File: config.mk
export PLATFORM = sky130hd
export DESIGN_NAME = cart_bank_ctrl
export DESIGN_NICKNAME = d
export VERILOG_FILES = /design/src/rtl/cart_bank_ctrl.sv
export SDC_FILE = /design/constraint.sdc
export NUM_CORES = 1
export LEC_CHECK = 0
export BUFFER_PORTS_ARGS = -buffer_cell sky130_fd_sc_hd__buf_2
export CELL_PAD_IN_SITES_DETAIL_PLACEMENT = 2
export CELL_PAD_IN_SITES_GLOBAL_PLACEMENT = 2
export CORE_ASPECT_RATIO = 0.9
export CORE_MARGIN = 3
export CORE_UTILIZATION = 16
export CTS_CLUSTER_SIZE = 24
export DETAILED_ROUTE_END_ITERATION = 6
export GPL_ROUTABILITY_DRIVEN = 0
export MAX_ROUTING_LAYER = met4
export PLACE_DENSITY_LB_ADDON = 0.1
export SLEW_MARGIN = 40
export SYNTH_ARGS = -nofsm -noshare
export SYNTH_HDL_FRONTEND = slang
export SYNTH_SLANG_ARGS = --single-unit
export TNS_END_PERCENT = 10
File: constraint.sdc
create_clock -name clk -period 6.65 [get_ports clk]
set_input_delay 1.33 -clock clk [delete_from_list [all_inputs] [get_ports clk]]
set_output_delay 1.33 -clock clk [all_outputs]
set_load 0.02 [all_outputs]
File: src/rtl/cart_bank_ctrl.sv
module cart_bank_ctrl #(
  parameter int ROM_BANKS  = 11,
  parameter int ROM_SEL_W  = 5,
  parameter int RAM_SEL_W  = 2,
  parameter int CHR_BANK_W = 3,
  localparam int CTRL_W     = 8,
  localparam int ROM_BANK_W = (ROM_BANKS > 1) ? $clog2(ROM_BANKS) : 1,
  localparam int ROM_AW     = ROM_BANK_W + 15,
  localparam int RAM_AW     = RAM_SEL_W + 13,
  localparam int CHR_AW     = CHR_BANK_W + 13
) (
  input  logic              clk,
  input  logic              rst_n,
  input  logic              cpu_en,
  input  logic              cpu_we,
  input  logic [15:0]       cpu_addr,
  input  logic [7:0]        cpu_wdata,
  output logic [7:0]        cpu_rdata,
  output logic [ROM_AW-1:0] rom_addr,
  output logic              rom_ce,
  input  logic [7:0]        rom_rdata,
  output logic [RAM_AW-1:0] ram_addr,
  output logic              ram_ce,
  output logic              ram_we,
  input  logic [7:0]        ram_rdata,
  input  logic [12:0]       ppu_addr,
  output logic [CHR_AW-1:0] chr_addr,
  input  logic              mirror_cfg,
  output logic              mirror_out,
  output logic [7:0]        dbg_ctrl,
  input  logic              restore_stb,
  input  logic [7:0]        restore_data
);

  logic [CTRL_W-1:0]     ctrl;
  logic [ROM_BANK_W-1:0] rom_bank;
  logic [RAM_SEL_W-1:0]  ram_page;
  logic                  hit_rom, hit_ram, reg_wr;

  assign hit_rom = cpu_en && cpu_addr[15];
  assign hit_ram = cpu_en && (cpu_addr[15:13] == 3'b011);
  assign reg_wr  = hit_rom && cpu_we;

  always_ff @(posedge clk or negedge rst_n) begin
    if (!rst_n)           ctrl <= '0;
    else if (restore_stb) ctrl <= restore_data;
    else if (reg_wr)      ctrl <= cpu_wdata;
  end

  always_comb rom_bank = ROM_BANK_W'(int'(ctrl[ROM_SEL_W-1:0]) % ROM_BANKS);
  assign ram_page = ctrl[CTRL_W-1 -: RAM_SEL_W];

  assign rom_addr   = {rom_bank, cpu_addr[14:0]};
  assign ram_addr   = {ram_page, cpu_addr[12:0]};
  assign chr_addr   = {{CHR_BANK_W{1'b0}}, ppu_addr};
  assign rom_ce     = hit_rom && !cpu_we;
  assign ram_ce     = hit_ram;
  assign ram_we     = hit_ram && cpu_we;
  assign mirror_out = mirror_cfg;
  assign dbg_ctrl   = ctrl;

  always_comb begin
    cpu_rdata = '0;
    if (rom_ce)                cpu_rdata = rom_rdata;
    else if (ram_ce && !cpu_we) cpu_rdata = ram_rdata;
  end

  assert_load_R1: assert property (@(posedge clk) disable iff (!rst_n)
    (cpu_en && cpu_we && cpu_addr[15] && !restore_stb) |=> (dbg_ctrl == $past(cpu_wdata)));

  assert_hold_R1: assert property (@(posedge clk) disable iff (!rst_n)
    (!(cpu_en && cpu_we && cpu_addr[15]) && !restore_stb) |=> $stable(dbg_ctrl));

  assert_wrap_R3: assert property (@(posedge clk) disable iff (!rst_n)
    (rom_addr[ROM_AW-1:15] < ROM_AW'(ROM_BANKS)) || (ROM_BANKS >= (1 << ROM_BANK_W)));

  assert_no_rom_write_R5: assert property (@(posedge clk) disable iff (!rst_n)
    (cpu_en && cpu_we) |-> !rom_ce);

  assert_low_idle_R10: assert property (@(posedge clk) disable iff (!rst_n)
    (cpu_en && cpu_addr < 16'h6000) |-> (!rom_ce && !ram_ce && !ram_we && cpu_rdata == 8'h00));

  assert_restore_R11: assert property (@(posedge clk) disable iff (!rst_n)
    restore_stb |=> (dbg_ctrl == $past(restore_data)));

endmodule

==> flow_summary_export.csv, run 1 <==
group,metric,value,unit
outcome,status,"finished, final reports clean",
hold_path,hp-start,"dbg_ctrl[5]$_DFFE_PN0P_",
yosys,ys_ff_latch,8,
floorplan,fp.dieH,85.2,µm
final_layout,diodes,0,
power,vdd_drop_max,0.0655,mV
final_layout,area_growth,10.1,%
clock_tree,hold_buffers,0,
timing,hold_viol,0,
floorplan,fp-row-count,28,
grt,grt_max_degree,17,
grt,overflow,0,
timing,rsz0062_at_grt,"no",
timing,setup-violations-final,0,
power,p_per_area,192,mW/mm²
place,dp_hpwl,2930,µm
worst_setup_path,ff2ff_setup_slack,5.83,ns
worst_setup_path,reg2reg_depth,2,
grt,grt_first_pass_wirelength,5400,µm
grt,antenna_found_initial,0,
place,place_ws,2.89,ns
drt,postRouteAntennaNets,0,
floorplan,fp.dieW,94.0,µm
floorplan,core_area,0.00666,mm²
final_layout,final_nets,225,
drt,wl_per_cell,14.1,µm
drt,dr.pass1.iters,4,
worst_setup_path,cp-end-kind,"output pin",
floorplan,pin_count,137,
yosys,synth.avg_cell_area,8.33,µm²
clock_tree,root_buffer,"clkbuf_8",
clock_tree,postCtsSetupBuffers,0,
worst_setup_path,r2r-end,"dbg_ctrl[1]$_DFFE_PN0P_",
hold_path,holdPathStages,2,
final_layout,largest_reg_flops,8,
clock_tree,numCtsBuffers,3,
drt,drt_iter0_drc,10,
timing,maxClockFrequency,0.256,GHz
hold_path,hp-class,"register to register",
timing,skew,0,ns
yosys,ys_seq_area_frac,0.179,
timing,slew_viol_final,0,
clock_tree,cts_buffer_depth,2,
timing,timing.final.crit_share,0.587,
floorplan,start_util,0.168,
timing,tns,0,ns
drt,vias_per_cell,4.01,
final_layout,final_common_cell,"buf_2",
yosys,yosys.cell_types.count,33,
clock_tree,cts_resized,0,
worst_setup_path,cp-start-kind,"register",
timing,final.setup.worst_slack,2.75,ns
timing,worstMarginPinSlew,0.597,ns
drt,num_vias,975,
clock_tree,htreeDepth,1,
grt,first_global_vias,1099,
final_layout,drive_above_1_share,0.497,
worst_setup_path,worstSetupPathType,"register to output pin",
yosys,synth_area,0.00112,mm²
hold_path,min_to,"dbg_ctrl[5]$_DFFE_PN0P_",
final_layout,final_cell_mix,"buf_2 (66), nand2_1 (10), o21ai_0 (9)",
worst_setup_path,r2r-start,"dbg_ctrl[1]$_DFFE_PN0P_",
clock_tree,cts_tree,"yes",
job,cap_violations,0,
timing,slew_headroom,0.600,
worst_setup_path,worstPathRequired,5.32,ns
worst_setup_path,arrival,2.57,ns
drt,drt_drc_violations_left,0,
yosys,ys_warn_count,0,
clock_tree,clk_latency,0.22,ns
grt,globalRouteTotalUtil,0.0844,
clock_tree,clk_pin_slew,0.04,ns
clock_tree,cts.sinks,8,
drt,drt_wl_total,3420,µm
final_layout,fill_cells,807,
yosys,syn-instance-count,134,
worst_setup_path,cp_max_fo,11,
floorplan,dieArea,0.00801,mm²
timing,min_period,3.90,ns
power,power.leakage,0.644,nW
place,port_buffers,66,
power by group:
group	internal [mW]	switching, mW	total, mW
Combinational	0.0477	0.0642	0.112
Clock	0.0391	0.0177	0.0568
Sequential	0.0545	0.0126	0.0671
Total	0.141	0.0944	0.236
metal layers:
layer | part of all wire | vias up | track usage
met2 | 0.45 | 49 | 0.133
li1 | - | 457 | -
met3 | 0.092 | 16 | 0.0213
met1 | 0.44 | 453 | 0.107
met4 | 0.015 | 0 | 0.0223
met5 | 0 | - | -
critical path, cell delays in order (launching register included):
cell and delay [ns]:
dfrtp_1 0.57, ha_1 0.35, nor2_1 0.09, o21ai_0 0.11, a31oi_1 0.15, ha_1 0.24, a211oi_2 0.26, o21ai_2 0.11
mux2_4 0.31, buf_2 0.16
stage by stage:
stage               area (µm²)  utilization  cells  hold slack [ns]  power [mW]
floorplan                 1120            -    136            0.590       0.179
global placement          1190        0.178    240            0.466       0.181
detailed placement        1190        0.178    240            0.481       0.182
CTS                       1230        0.185    243            0.493       0.242
global route              1230        0.185    243            0.540       0.256
finish                    1230        0.185    243            0.485       0.236
layout make-up:
cell class,count,area (µm²),area share
multi-input cells,73,529,0.431
repair buffers,67,338,0.275
flip-flops and latches,8,200,0.163
well taps,90,113,0.0916
clock buffers,3,41.3,0.0336
inverters,2,7.51,0.00611
cell usage after synthesis:
cell | count | area (µm²)
and3b_1 | 1 | 8.76
a21oi_1 | 2 | 10.0
o31ai_1 | 2 | 15.0
o22ai_1 | 1 | 6.26
nand2b_1 | 2 | 12.5
nor2_1 | 4 | 15.0
and2_1 | 1 | 6.26
o21ai_0 | 9 | 45.0
a31oi_1 | 3 | 18.8
a221oi_1 | 1 | 8.76
and4b_1 | 2 | 20.0
inv_1 | 2 | 7.51
clkbuf_1 | 2 | 7.51
o21a_1 | 1 | 7.51
mux2_4 | 1 | 15.0
a211oi_2 | 1 | 12.5
xor2_1 | 2 | 17.5
o21a_4 | 2 | 30.0
o21ai_2 | 1 | 8.76
a21o_2 | 1 | 8.76
conb_1 | 1 | 3.75
buf_6 | 1 | 11.3
dfrtp_1 | 8 | 200
nor2b_1 | 1 | 6.26
buf_2 | 3 | 15.0
a211oi_1 | 1 | 7.51
buf_4 | 47 | 353
a22oi_1 | 1 | 7.51
mux2i_1 | 8 | 80.1
a22o_1 | 8 | 70.1
ha_1 | 3 | 37.5
o21ai_1 | 1 | 5.00
nand2_1 | 10 | 37.5
worst max path at each step:
stage / from / endpoint / slack [ns] / cells after the start
after CTS: dbg_ctrl[1]$_DFFE_PN0P_ / rom_addr[16] / 2.72 / 9
after global routing: dbg_ctrl[1]$_DFFE_PN0P_ / rom_addr[16] / 2.52 / 9
after detailed placement: cpu_addr[15] / cpu_rdata[3] / 2.89 / 5
after floorplan: cpu_addr[15] / cpu_rdata[0] / 2.94 / 4
after global placement: cpu_addr[15] / cpu_rdata[7] / 2.92 / 5
final: dbg_ctrl[1]$_DFFE_PN0P_ / rom_addr[16] / 2.75 / 9
cell families after synthesis:
family                     after synthesis  synth area share
DFF                                      8             0.179
buffers and inverters                   55             0.353
other                                    1           0.00336
muxes                                    9            0.0852
xor gates and xnor gates                 2            0.0157
adders and majority gates                3            0.0336
AOI/OAI and AO/OA                       35             0.234
and+or+nand+nor                         21            0.0953
No activity file was read; power rests on OpenSTA's default activity.
==> run 2: changes to the inputs <==
--- a/config.mk
+++ b/config.mk
@@ -5,12 +5,13 @@
 export SDC_FILE = /design/constraint.sdc
 export NUM_CORES = 1
 export LEC_CHECK = 0
+export ABC_AREA = 1
 export BUFFER_PORTS_ARGS = -buffer_cell sky130_fd_sc_hd__buf_2
 export CELL_PAD_IN_SITES_DETAIL_PLACEMENT = 2
 export CELL_PAD_IN_SITES_GLOBAL_PLACEMENT = 2
 export CORE_ASPECT_RATIO = 0.9
 export CORE_MARGIN = 3
-export CORE_UTILIZATION = 16
+export CORE_UTILIZATION = 14
 export CTS_CLUSTER_SIZE = 24
 export DETAILED_ROUTE_END_ITERATION = 6
 export GPL_ROUTABILITY_DRIVEN = 0
==> constraint.sdc (replaced) <==
create_clock -name clk -period 4.04 [get_ports clk]
set_input_delay 0.808 -clock clk [delete_from_list [all_inputs] [get_ports clk]]
set_output_delay 0.808 -clock clk [all_outputs]
set_load 0.02 [all_outputs]
==> flow_summary_export.csv, run 2 <==
group,metric,value,unit
timing,rsz0062_at_grt,"no",
yosys,synth.area.top_cells,"buf_4 (32%), dfrtp_1 (18%), nand2_1 (11%)",
timing,final.setup.worst_slack,1.09,ns
clock_tree,cts_tree,"yes",
yosys,synth_edf_count,0,
clock_tree,clk_latency,0.23,ns
yosys,synth_top_family_by_area,"buffers and inverters",
yosys,synth_simple_gate_area_frac,0.257,
power,power.leakage,0.682,nW
power,power.share.sequential,0.248,
worst_setup_path,cp-start-kind,"register",
timing,hold_viol,0,
yosys,synth_common_cells,"buf_4 (48), nand2_1 (33), nor2_1 (11), inv_1 (10), nand3_1 (9)",
power,p_sw,188,µW
power,vdd_drop_max,0.0904,mV
drt,wl_per_cell,15.1,µm
final_layout,diodes,0,
worst_setup_path,worstPathRequired,3.23,ns
drt,postRouteAntennaNets,0,
worst_setup_path,path_cells,"ha_1 > nor2_2 > nand2_2 > nand3_1 > and2_1 > ha_1 > inv_1 > nand2_4 > nand2_4 > nand2_4 > nand2_1 > nand2_1 > buf_2",
floorplan,fp.dieH,91.0,µm
drt,drt_iter0_drc,27,
yosys,yosysTopAreaCell,"buf_4",
worst_setup_path,arrival,2.15,ns
floorplan,dieArea,0.00914,mm²
yosys,synthFlopType,"dfrtp_1",
timing,skew,0,ns
grt,first_global_vias,1347,
drt,num_vias,1103,
clock_tree,root_buffer,"clkbuf_8",
clock_tree,htreeDepth,1,
power,swShare,0.449,
hold_path,hp-class,"input pin to async pin",
grt,grt_first_pass_wirelength,6640,µm
worst_setup_path,critPathLaunch,"dbg_ctrl[1]$_DFFE_PN0P_",
floorplan,start_util,0.147,
timing,setup-violations-final,0,
clock_tree,numCtsBuffers,3,
job,cap_violations,0,
timing,slew_headroom,0.622,
final_layout,largest_reg_flops,8,
drt,dr.pass1.iters,2,
timing,timing.final.crit_share,0.731,
drt,vias_per_cell,4.00,
yosys,netlist.area_leader.share,0.321,
yosys,synthArstFlopShare,1.00,
outcome,status,"finished, final reports clean",
final_layout,final_common_cell,"buf_2",
yosys,ys_ff_latch,8,
worst_setup_path,worstSetupPathType,"register to output pin",
final_layout,area_growth,11.5,%
grt,globalRouteTotalUtil,0.0940,
clock_tree,cts_buffer_depth,2,
clock_tree,hold_buffers,0,
worst_setup_path,slowest_stage,"dfrtp_1",
floorplan,core_area,0.00766,mm²
yosys,synth_area,0.00112,mm²
timing,min_period,2.95,ns
yosys,synthXorXnorAreaFrac,0,
floorplan,pin_count,137,
final_layout,final_cell_mix,"buf_2 (66), nand2_1 (33), nor2_1 (11)",
yosys,ys_warn_count,0,
final_layout,drive_above_1_share,0.450,
worst_setup_path,reg2reg_depth,2,
timing,maxClockFrequency,0.339,GHz
place,port_buffers,66,
floorplan,fp.dieW,100,µm
yosys,syn-instance-count,159,
yosys,synth.avg_cell_area,7.07,µm²
power,p_int,231,µW
grt,antenna_found_initial,0,
place,place_ws,1.30,ns
timing,tns,0,ns
yosys,synth_adder_area_share,0.0334,
yosys,post-synth-top-count-cell,"buf_4",
final_layout,final_nets,252,
grt,grt_max_degree,17,
power,p_per_area,335,mW/mm²
yosys,synth_mux_area_frac,0,
clock_tree,cts_resized,0,
clock_tree,cts.sinks,8,
worst_setup_path,cp-end-kind,"output pin",
worst_setup_path,cp_max_fo,6,
yosys,synth_compound_area_frac,0.155,
worst_setup_path,cpMostUsedCell,"nand2_4",
timing,slew_viol_final,0,
worst_setup_path,critPathMaxStageDelay,0.42,ns
worst_setup_path,r2r-start,"dbg_ctrl[4]$_DFFE_PN0P_",
yosys,yosys.cell_types.count,22,
power,p_clk_frac,0.231,
floorplan,fp-row-count,30,
clock_tree,clk_pin_slew,0.04,ns
drt,drt_drc_violations_left,0,
drt,drt_wl_total,4160,µm
grt,overflow,0,
timing,worstMarginPinSlew,0.564,ns
place,dp_hpwl,3620,µm
clock_tree,postCtsSetupBuffers,0,
power,combPwrFrac,0.521,
yosys,ys_seq_area_frac,0.178,
## run 2: cell types whose count changed after synthesis, sizes merged, moves of 3 or more
cell,delta
nand2,+29
inv,+11
nand3,+9
a22o,-8
a32o,+8
mux2i,-8
nor2,+8
o21ai,-7
a31oi,+5
o21a,-3
## run 2: cells by family (layout without fill, tap and decap cells)
group,after synthesis,after routing
AOI/OAI and AO/OA,21,21
adders and majority gates,3,3
buffers and inverters,63,82
DFF,8,8
other,1,3
and+or+nand+nor,63,63
## run 2: path summary, 6_finish.rpt
path	endpoint	slack [ns]
hold / removal	dbg_ctrl[7]$_DFFE_PN0P_	0.43
hold reg to reg	dbg_ctrl[5]$_DFFE_PN0P_	0.56
setup reg to reg	dbg_ctrl[4]$_DFFE_PN0P_	3.22
min in group clk	dbg_ctrl[5]$_DFFE_PN0P_	0.56
max in group asynchronous	dbg_ctrl[1]$_DFFE_PN0P_	3.43
setup / recovery	rom_addr[18]	1.09
## run 2: worst max-delay path, delay by kind of cell, from the launching register on
family	cells	cell delay (ns)
AND/OR/NAND/NOR	9	0.85
adder cells (fa/ha/maj)	2	0.42
flip-flops	1	0.42
buffers and inverters	2	0.23
## run 2: final cells by class
class | count | area (µm²)
fill | 967 | 6400
multi-input combinational | 90 | 512
timing repair buffer | 66 | 330
sequential | 8 | 200
tap | 96 | 120
inverter | 13 | 48.8
clock buffer | 3 | 41.3
## run 2: power groups by stage
stage,registers [mW],logic [mW],clock network [mW]
2_1_floorplan,0.114,0.196,0
3_5_place_dp,0.106,0.225,0
6_report,0.104,0.219,0.0969
3_3_place_gp,0.105,0.219,0
4_1_cts,0.105,0.226,0.104
5_1_grt,0.106,0.247,0.109
## run 2: metal layers
| metal | share of wire | track usage | up-vias |
|---|---|---|---|
| met4 | 0.0099 | 0.0314 | 0 |
| met1 | 0.38 | 0.0970 | 540 |
| met5 | 0 | - | - |
| li1 | - | - | 513 |
| met2 | 0.54 | 0.171 | 40 |
| met3 | 0.068 | 0.0246 | 10 |
## run 2: per-stage QoR
| step | hold slack [ns] | std cells | total power, mW | util | cell area [µm²] |
|---|---|---|---|---|---|
| finish | 0.426 | 276 | 0.419 | 0.164 | 1250 |
| global route | 0.425 | 276 | 0.462 | 0.164 | 1250 |
| CTS | 0.423 | 276 | 0.434 | 0.164 | 1250 |
| detailed placement | 0.558 | 273 | 0.331 | 0.158 | 1210 |
| global placement | 0.550 | 273 | 0.324 | 0.158 | 1210 |
| floorplan | 0.512 | 161 | 0.310 | - | 1130 |
==> run 3: changes to the inputs <==
--- a/config.mk
+++ b/config.mk
@@ -5,13 +5,13 @@
 export SDC_FILE = /design/constraint.sdc
 export NUM_CORES = 1
 export LEC_CHECK = 0
-export ABC_AREA = 1
+export ABC_AREA = 0
 export BUFFER_PORTS_ARGS = -buffer_cell sky130_fd_sc_hd__buf_2
 export CELL_PAD_IN_SITES_DETAIL_PLACEMENT = 2
 export CELL_PAD_IN_SITES_GLOBAL_PLACEMENT = 2
 export CORE_ASPECT_RATIO = 0.9
 export CORE_MARGIN = 3
-export CORE_UTILIZATION = 14
+export CORE_UTILIZATION = 13
 export CTS_CLUSTER_SIZE = 24
 export DETAILED_ROUTE_END_ITERATION = 6
 export GPL_ROUTABILITY_DRIVEN = 0
==> constraint.sdc (replaced) <==
create_clock -name clk -period 2.5 [get_ports clk]
set_input_delay 0.5 -clock clk [delete_from_list [all_inputs] [get_ports clk]]
set_output_delay 0.5 -clock clk [all_outputs]
set_load 0.02 [all_outputs]
==> flow_summary_export.csv, run 3 (synthesis gave the netlist of run 1 again) <==
group,metric,value,unit
drt,drt_drc_violations_left,0,
place,dpl_cell_area,0.00132,mm²
clock_tree,cts_buffer_depth,2,
worst_setup_path,worstPathRequired,2.00,ns
power,combPwrFrac,0.571,
clock_tree,cts_tree,"yes",
place,placed_cells,278,
power,p_int,456,µW
final_layout,largest_reg_flops,8,
timing,tns,-0.550,ns
drt,drt_wl_total,3660,µm
final_layout,area_growth,30.5,%
timing,maxClockFrequency,0.375,GHz
worst_setup_path,cp-end-kind,"output pin",
floorplan,fp-row-count,31,
timing,setup-violations-final,4,
place,port_buffers,66,
clock_tree,clk_latency,0.22,ns
grt,grt_max_degree,17,
drt,num_vias,1029,
final_layout,final_cell_mix,"buf_2 (63), buf_4 (14), nand2_1 (10)",
power,power.leakage,0.734,nW
timing,hold_viol,0,
clock_tree,htreeDepth,1,
final_layout,multi_input_area,584,µm²
clock_tree,hold_buffers,0,
grt,antenna_found_initial,0,
place,dp_hpwl,3100,µm
final_layout,final_nets,240,
timing,min_period,2.66,ns
worst_setup_path,critPathMaxStageDelay,0.41,ns
drt,wl_per_cell,12.9,µm
worst_setup_path,slowest_stage,"dfrtp_1",
drt,postRouteAntennaNets,0,
worst_setup_path,ff2ff_setup_slack,1.53,ns
worst_setup_path,cp_max_fo,3,
worst_setup_path,reg2reg_depth,4,
floorplan,pin_count,137,
job,cap_violations,0,
drt,vias_per_cell,3.64,
final_layout,area.sequential,203,µm²
timing,rsz0062_at_grt,"yes",
timing,final.setup.worst_slack,-0.163,ns
grt,overflow,0,
worst_setup_path,worstSetupPathType,"register to output pin",
power,vdd_drop_max,0.141,mV
outcome,status,"finished, violations left",
outcome,failed_checks,"negative setup slack",
hold_path,hp-class,"input pin to async pin",
floorplan,fp.dieW,104,µm
grt,grt_first_pass_wirelength,5510,µm
worst_setup_path,r2r-end,"dbg_ctrl[2]$_DFFE_PN0P_",
worst_setup_path,arrival,2.16,ns
floorplan,fp.dieH,93.9,µm
drt,drt_iter0_drc,22,
final_layout,instances_no_fill,283,
power,p_sw,284,µW
final_layout,diodes,0,
final_layout,final_common_cell,"buf_2",
drt,routed-wl-met3,490,µm
power,power.share.sequential,0.230,
timing,slew_headroom,0.640,
worst_setup_path,cp-start-kind,"register",
power,power,740,µW
drt,dr.pass1.iters,4,
timing,worstMarginPinSlew,0.540,ns
final_layout,stdcell_area,0.00146,mm²
floorplan,core_area,0.00818,mm²
drt,wl_met1,1570,µm
grt,globalRouteTotalUtil,0.0718,
final_layout,fill_cells,962,
final_layout,drive_above_1_share,0.601,
worst_setup_path,path_cells,"ha_4 > nor2_4 > o21ai_1 > a31oi_1 > ha_2 > a211oi_4 > o21ai_2 > mux2_4 > buf_6",
timing,slew_viol_final,0,
floorplan,dieArea,0.00973,mm²
drt,top_layer_used,"met3",
drt,wl_met2,1600,µm
clock_tree,root_buffer,"clkbuf_8",
timing,skew,0,ns
clock_tree,clk_pin_slew,0.04,ns
grt,first_global_vias,1148,
floorplan,start_util,0.136,
power,p_per_area,508,mW/mm²
clock_tree,cts.sinks,8,
power,swShare,0.384,
power,p_clk_frac,0.199,
worst_setup_path,r2r-start,"dbg_ctrl[2]$_DFFE_PN0P_",
timing,timing.final.crit_share,1.07,
clock_tree,numCtsBuffers,3,
run 3: changes by cell type in the layout (fill, tap and decap cells not counted), moves of 5 or more:
cell and change:
nand2_1 -23, buf_4 +14, nand3_1 -9, nor2_1 -9, a22o_1 +8, a32o_1 -8
inv_1 -8, mux2i_1 +8, o21ai_0 +6, a31oi_1 -5, buf_6 +5
run 3: timing repair:
| item | CTS | global route |
|---|---|---|
| pin swaps | 4 | 7 |
| gates resized for setup | 7 | 15 |
| buffers inserted | 0 | 2 |
| gates cloned | 0 | 0 |
| setup endpoints to repair | 4 | 4 |
run 3: worst max-delay path, delay by kind of cell, from the launching register on:
kind | cells | cell delay, ns
AOI/OAI and AO/OA | 4 | 0.55
adders and majority gates | 2 | 0.46
buffers and inverters | 1 | 0.13
DFF | 1 | 0.41
muxes | 1 | 0.32
and+or+nand+nor | 1 | 0.08
run 3: power groups by stage:
stage	clock network, mW	registers, mW	logic, mW
3_3_place_gp	0	0.166	0.361
4_1_cts	0.156	0.167	0.383
5_1_grt	0.164	0.174	0.457
3_5_place_dp	0	0.168	0.364
6_report	0.147	0.170	0.422
2_1_floorplan	0	0.181	0.296
run 3: how the worst max path moves through the flow:
stage | startpoint | to | slack (ns) | cells after the start
after floorplan | dbg_ctrl[2]$_DFFE_PN0P_ | rom_addr[15] | 0.004 | 7
after global placement | dbg_ctrl[1]$_DFFE_PN0P_ | rom_addr[17] | 0.06 | 9
after detailed placement | dbg_ctrl[1]$_DFFE_PN0P_ | rom_addr[16] | -0.03 | 9
after CTS | dbg_ctrl[1]$_DFFE_PN0P_ | rom_addr[16] | -0.22 | 9
after global routing | dbg_ctrl[1]$_DFFE_PN0P_ | rom_addr[16] | -0.27 | 9
final | dbg_ctrl[2]$_DFFE_PN0P_ | rom_addr[16] | -0.16 | 9
run 3: layout make-up:
cell class / instances / area share
flip-flops and latches: 8 / 0.139
multi-input cells: 73 / 0.401
well taps: 115 / 0.0988
clock buffers: 3 / 0.0284
inverters: 2 / 0.00515
repair buffers: 82 / 0.327
run 3: layer usage:
layer	vias to the layer above	global-route usage
met2	78	0.109
met3	0	0.0474
met1	465	0.0834
met4	0	0.00332
li1	486	-
met5	-	-
run 3: stage by stage:
step | setup WS, ns | hold WS [ns] | util
finish | -0.163 | 0.116 | 0.178
global route | -0.275 | 0.119 | 0.178
CTS | -0.218 | 0.113 | 0.169
detailed placement | -0.0273 | 0.354 | 0.161
global placement | 0.0600 | 0.355 | 0.161
floorplan | 0.00434 | 0.204 | -
